==> src/rtl/gfc_pkg.sv <==
package gfc_pkg;
  // control word bit positions
  localparam int CTL_START   = 0;
  localparam int CTL_RES_LSB = 1;
  localparam int CTL_ALT     = 4;
  localparam int CTL_OVF_CLR = 5;
  localparam int CTL_W       = 6;

  typedef enum logic [1:0] {WIN_SHORT, WIN_MID, WIN_LONG} win_sel_e;

  function automatic win_sel_e decode_res(input logic [2:0] code);
    case (code)
      3'd0:    return WIN_LONG;
      3'd1:    return WIN_MID;
      default: return WIN_SHORT;
    endcase
  endfunction
endpackage

==> src/rtl/gfc_timebase.sv <==
module gfc_timebase #(
  parameter int TB_DIV = 5
) (
  input  logic clk_i,
  input  logic rst_i,
  input  logic restart_i,
  input  logic run_i,
  input  logic alt_sel_i,
  input  logic alt_tick_i,
  output logic tick_o
);
  localparam int DIV_W = (TB_DIV > 1) ? $clog2(TB_DIV) : 1;
  localparam logic [DIV_W-1:0] DIV_LAST = DIV_W'(TB_DIV - 1);

  logic [DIV_W-1:0] div_q;

  always_ff @(posedge clk_i) begin
    if (rst_i || restart_i) div_q <= '0;
    else if (run_i)         div_q <= (div_q == DIV_LAST) ? '0 : div_q + 1'b1;
  end

  assign tick_o = run_i & (alt_sel_i ? alt_tick_i : (div_q == DIV_LAST));
endmodule

==> src/rtl/gfc_gate.sv <==
module gfc_gate
  import gfc_pkg::*;
#(
  parameter int BASE_TICKS = 4000
) (
  input  logic       clk_i,
  input  logic       rst_i,
  input  logic       start_i,
  input  logic [2:0] code_i,
  input  logic       tick_i,
  output logic       gate_o,
  output logic       fin_o
);
  localparam int LONG_TICKS = BASE_TICKS * 100;
  localparam int MID_TICKS  = BASE_TICKS * 10;
  localparam int CW         = $clog2(LONG_TICKS + 1);

  logic [CW-1:0] tcnt_q, lim_q;
  logic          gate_q;

  always_ff @(posedge clk_i) begin
    if (rst_i) begin
      gate_q <= 1'b0;
      tcnt_q <= '0;
      lim_q  <= '0;
    end else if (start_i) begin
      gate_q <= 1'b1;
      tcnt_q <= '0;
      case (decode_res(code_i))
        WIN_LONG: lim_q <= CW'(LONG_TICKS - 1);
        WIN_MID:  lim_q <= CW'(MID_TICKS - 1);
        default:  lim_q <= CW'(BASE_TICKS - 1);
      endcase
    end else if (gate_q && tick_i) begin
      if (tcnt_q == lim_q) gate_q <= 1'b0;
      tcnt_q <= tcnt_q + 1'b1;
    end
  end

  assign gate_o = gate_q;
  assign fin_o  = gate_q & tick_i & (tcnt_q == lim_q);
endmodule

==> src/rtl/gfc_edge_count.sv <==
module gfc_edge_count #(
  parameter int PRE_W = 8,
  parameter int EVT_W = 16
) (
  input  logic             clk_i,
  input  logic             rst_i,
  input  logic             clear_i,
  input  logic             gate_i,
  input  logic             sig_i,
  output logic [PRE_W-1:0] pre_o,
  output logic [EVT_W-1:0] evt_o,
  output logic             wrap_o
);
  logic             s_meta_q, s_sync_q, s_prev_q;
  logic [PRE_W-1:0] pre_q;
  logic [EVT_W-1:0] evt_q;
  logic             inc;

  always_ff @(posedge clk_i) begin
    if (rst_i) begin
      s_meta_q <= 1'b0;
      s_sync_q <= 1'b0;
      s_prev_q <= 1'b0;
    end else begin
      s_meta_q <= sig_i;
      s_sync_q <= s_meta_q;
      s_prev_q <= s_sync_q;
    end
  end

  assign inc = gate_i & s_sync_q & ~s_prev_q;

  always_ff @(posedge clk_i) begin
    if (rst_i || clear_i) begin
      pre_q <= '0;
      evt_q <= '0;
    end else if (inc) begin
      pre_q <= pre_q + 1'b1;
      if (&pre_q) evt_q <= evt_q + 1'b1;
    end
  end

  assign pre_o  = pre_q;
  assign evt_o  = evt_q;
  assign wrap_o = inc & (&pre_q) & (&evt_q) & ~clear_i;
endmodule

==> src/rtl/gated_freq_counter.sv <==
module gated_freq_counter
  import gfc_pkg::*;
#(
  parameter int TB_DIV     = 5,
  parameter int BASE_TICKS = 4000,
  parameter int PRE_W      = 8,
  parameter int EVT_W      = 16,
  localparam int RD_W      = (EVT_W > PRE_W) ? EVT_W : PRE_W
) (
  input  logic             clk_i,
  input  logic             rst_i,
  input  logic             sig_i,
  input  logic             alt_tick_i,
  input  logic             wr_en_i,
  input  logic [CTL_W-1:0] wr_data_i,
  input  logic             rd_pre_i,
  input  logic             rd_evt_i,
  input  logic             irq_ack_i,
  output logic [RD_W-1:0]  rd_data_o,
  output logic             gate_o,
  output logic             irq_done_o,
  output logic             irq_ovf_o
);
  logic             start, ovf_clr, alt_q, tick, gate, fin, wrap;
  logic [PRE_W-1:0] pre_cnt;
  logic [EVT_W-1:0] evt_cnt;
  logic             done_q, ovf_q;
  logic [RD_W-1:0]  rd_q;

  assign start   = wr_en_i & wr_data_i[CTL_START];
  assign ovf_clr = wr_en_i & wr_data_i[CTL_OVF_CLR];

  always_ff @(posedge clk_i) begin
    if (rst_i)      alt_q <= 1'b0;
    else if (start) alt_q <= wr_data_i[CTL_ALT];
  end

  gfc_timebase #(.TB_DIV(TB_DIV)) tb_i (
    .clk_i(clk_i), .rst_i(rst_i), .restart_i(start), .run_i(gate),
    .alt_sel_i(alt_q), .alt_tick_i(alt_tick_i), .tick_o(tick)
  );

  gfc_gate #(.BASE_TICKS(BASE_TICKS)) gate_i (
    .clk_i(clk_i), .rst_i(rst_i), .start_i(start),
    .code_i(wr_data_i[CTL_RES_LSB +: 3]), .tick_i(tick),
    .gate_o(gate), .fin_o(fin)
  );

  gfc_edge_count #(.PRE_W(PRE_W), .EVT_W(EVT_W)) cnt_i (
    .clk_i(clk_i), .rst_i(rst_i), .clear_i(start), .gate_i(gate),
    .sig_i(sig_i), .pre_o(pre_cnt), .evt_o(evt_cnt), .wrap_o(wrap)
  );

  always_ff @(posedge clk_i) begin
    if (rst_i) begin
      done_q <= 1'b0;
      ovf_q  <= 1'b0;
      rd_q   <= '0;
    end else begin
      if (!irq_ack_i) done_q <= 1'b0;
      else if (fin)   done_q <= 1'b1;
      if (wrap)         ovf_q <= 1'b1;
      else if (ovf_clr) ovf_q <= 1'b0;
      if (rd_pre_i)      rd_q <= RD_W'(pre_cnt);
      else if (rd_evt_i) rd_q <= RD_W'(evt_cnt);
    end
  end

  assign rd_data_o  = rd_q;
  assign gate_o     = gate;
  assign irq_done_o = done_q;
  assign irq_ovf_o  = ovf_q;
endmodule

==> config.mk <==
export PLATFORM = sky130hd
export DESIGN_NAME = gated_freq_counter
export DESIGN_NICKNAME = d
export VERILOG_FILES = /design/src/rtl/gfc_pkg.sv /design/src/rtl/gfc_timebase.sv /design/src/rtl/gfc_gate.sv /design/src/rtl/gfc_edge_count.sv /design/src/rtl/gated_freq_counter.sv
export SDC_FILE = /design/constraint.sdc
export NUM_CORES = 1
export LEC_CHECK = 0
export ABC_CLOCK_PERIOD_IN_PS = 4000
export CAP_MARGIN = 20
export CORE_ASPECT_RATIO = 0.75
export CORE_UTILIZATION = 40
export CTS_BUF_LIST = sky130_fd_sc_hd__clkbuf_2 sky130_fd_sc_hd__clkbuf_4 sky130_fd_sc_hd__clkbuf_8
export DETAILED_ROUTE_END_ITERATION = 7
export MAX_ROUTING_LAYER = met4
export REMOVE_ABC_BUFFERS = 1
export SYNTH_ARGS = -nofsm -noshare
export SYNTH_HDL_FRONTEND = slang
export SYNTH_HIERARCHICAL = 1
export SYNTH_SLANG_ARGS = --single-unit
==> constraint.sdc <==
create_clock -name clk_i -period 4 [get_ports clk_i]
set_input_delay 1.2 -clock clk_i [delete_from_list [all_inputs] [get_ports clk_i]]
set_output_delay 1.2 -clock clk_i [all_outputs]
set_load 0.1 [all_outputs]
==> flow_summary.toml <==
[floorplan]
dieArea_um2 = 9250
pin_count = 33
die_w_um = 111
start_util_pct = 41.6
core_area_um2 = 8530
die_h_um = 83.5
placementRows = 29

[worst_setup_path]
cpPeakStageDelay_ps = 1140
cp_max_fo = 2
cp_num_buf_inv = 1
cp.required_ps = 2800
worstSetupStartpointType = "flip-flop"
path_cells = "clkdlybuf4s50_1"
slowest_stage = "clkdlybuf4s50_1"
crit_family = "buffers and inverters"
cp.arrival_ps = 1870
path_class = "flip-flop to primary output"
crit_path_end_kind = "primary output"

[yosys]
synth-seq-cells = 76
synth-edff-count = 0
syn_inst = 391
synth_cell_types = 53
synth-simple-area-share_pct = 26.5
syn_avg_cell_area_um2 = 9.07
seq_area_frac_synth_pct = 42.9
synth_top_family_by_area = "simple AND/OR/NAND/NOR gates"
synth_mux_area_share_pct = 5.93
synth_common_cells = "dfxtp_1, nor2_1, a21oi_1, nand2_1, mux2i_1"
yosysTopAreaCell = "dfxtp_1"
yosysTopAreaCellShare_pct = 42.9
synthArstFlopShare_pct = 0
synth-compound-area-share_pct = 13.4
yosysMostFrequentCell = "dfxtp_1"
synthAdderAreaFrac_pct = 3.18
synthXorXnorAreaFrac_pct = 4.94
ys.flop_type = "dfxtp_1"
yosysWarnings = 6
synthTopCellsByArea = "dfxtp_1, mux2i_1, nor2_1"
syn-cell-area_um2 = 3550

[global_routing]
grt_remaining_overflow = 0
grt_max_degree = 30
grt_pass1_wl_mm = 13.0
first_global_vias = 2660
antenna_found_initial = 0
gr-usage-all-layers_pct = 18.1

[clocking]
cts_root_buf = "clkbuf_8"
postCtsSetupRepairBufs = 0
clkSinkCount = 76
insertion_delay_ps = 360
htreeDepth = 3
cts_buffer_depth = 2
cts-hold-fix-buffers = 0
cts_tree = "built"
clk_pin_slew_ps = 80
cts-resized-gates = 0
cts_made_buffers = 9

[timing]
rsz0062_at_grt = "false"
period_share_pct = 76.9
setup_violations = 0
period_needed_ps = 3070
relSlewSlack_pct = 34.9
worst_slew_pin_slew_ps = 974
timing.hold.ws_ps = 438
fin_setup_tns_ps = 0
hold_violations = 0
finClkSkew_ps = 13.8
max_freq_ghz = 0.325
drv_slew = 0

[status]
status = "finished clean"

[job]
drv_cap = 0

[drt]
drc_errors = 0
first_pass_iters = 4
ant_nets = 0
drt-total-wl_mm = 7.80
drt_iter0_markers = 140
wl_per_cell_um = 14.5
vias = 2896
vias_per_cell = 5.40

[placed_design]
dp_hpwl_mm = 5.42
dpl-instance-area_um2 = 3950
place.gp.congestion = 0.801
io_buffer_count = 32

[power_and_ir_drop]
p_per_area_nw_per_um2 = 384
power_mw = 1.61
p_leak_nw = 1.47
ir_drop_uv = 246

[final_layout]
num_antenna_cells = 0
drive_gt1_share_pct = 8.18
fin_nets = 447
final_util_pct = 49.1
area_growth_pct = 18.1
postLayoutCellArea_um2 = 4190

[hold_path]
hp-class = "flip-flop to flip-flop"
## metrics by stage
stage          worst slack (ps)  std cells
2_1_floorplan               844        377
3_3_place_gp                886        521
3_5_place_dp                844        521
4_1_cts                     904        536
5_1_grt                     876        536
6_report                    926        536
## flip-flops by register name (all words and copies together), names as in the netlist, 3 cells and up
name           count
gate_i/tcnt_q     19
cnt_i/evt_o       16
rd_data_o         16
cnt_i/pre_o        8
gate_i/lim_q       7
tb_i/div_q         3
## report_power, final
group          internal (mW)  switching [mW]
Clock                  0.426           0.282
Sequential             0.767         0.00682
Combinational         0.0449          0.0800
Total                   1.24           0.369
## logic make-up after synthesis
kind of cell,after synthesis
AND/OR/NAND/NOR,169
flip-flops,76
AO/OA/AOI/OAI,74
buffers and inverters,22
multiplexers,21
XOR/XNOR,20
adder cells (fa/ha/maj),9
## cell usage in the layout (no fill, tap or decap), types with 2 or more instances in the layout
master            n
dfxtp_1          76
nor2_1           43
clkdlybuf4s50_1  31
a21oi_1          25
nand2_1          22
mux2i_1          21
nand3_1          16
or3_1            16
o21ai_0          14
a211oi_1         12
nor2b_1          11
xnor2_1          11
clkbuf_8         10
nor3_1           10
xor2_1            9
ha_1              9
inv_1             8
or4_1             8
o31ai_1           8
nand4_1           6
nor4_1            6
and4_1            5
buf_4             5
nand2b_1          4
and2_1            3
or2_2             3
bufinv_16         3
and3_1            3
a21bo_2           2
clkinv_2          2
nand4_2           2
o21a_1            2
o2111ai_1         2
## area by class of cell
class	instances	area (µm²)
clock inverters	5	100
flip-flops and latches	76	1520
well taps	108	135
fillers	809	4340
clock buffers	10	138
repair buffers	36	348
multi-input cells	293	1910
inverters	8	30.0
## routing by layer
metal  track usage (%)  share of wire (%)  routed length (µm)
met1              25.2                 54                4170
met2              24.8                 41                3220
met3              5.88                3.7                 289
met4              4.85                1.5                 117
met5                 -                  0                   0
## worst paths after layout
kind,startpoint,slack (ps),end,depth (start not counted)
min reg2reg,cnt_i/s_meta_q$_SDFF_PP0_,440,cnt_i/s_sync_q$_SDFF_PP0_,1
max,irq_done_o$_SDFFE_PP0P_,930,irq_done_o,1
min,cnt_i/s_meta_q$_SDFF_PP0_,440,cnt_i/s_sync_q$_SDFF_PP0_,1
max reg2reg,cnt_i/pre_o[0]$_SDFFE_PP0P_,1520,cnt_i/evt_o[14]$_SDFFE_PP0P_,5
Power figures use the tool's default switching activity.
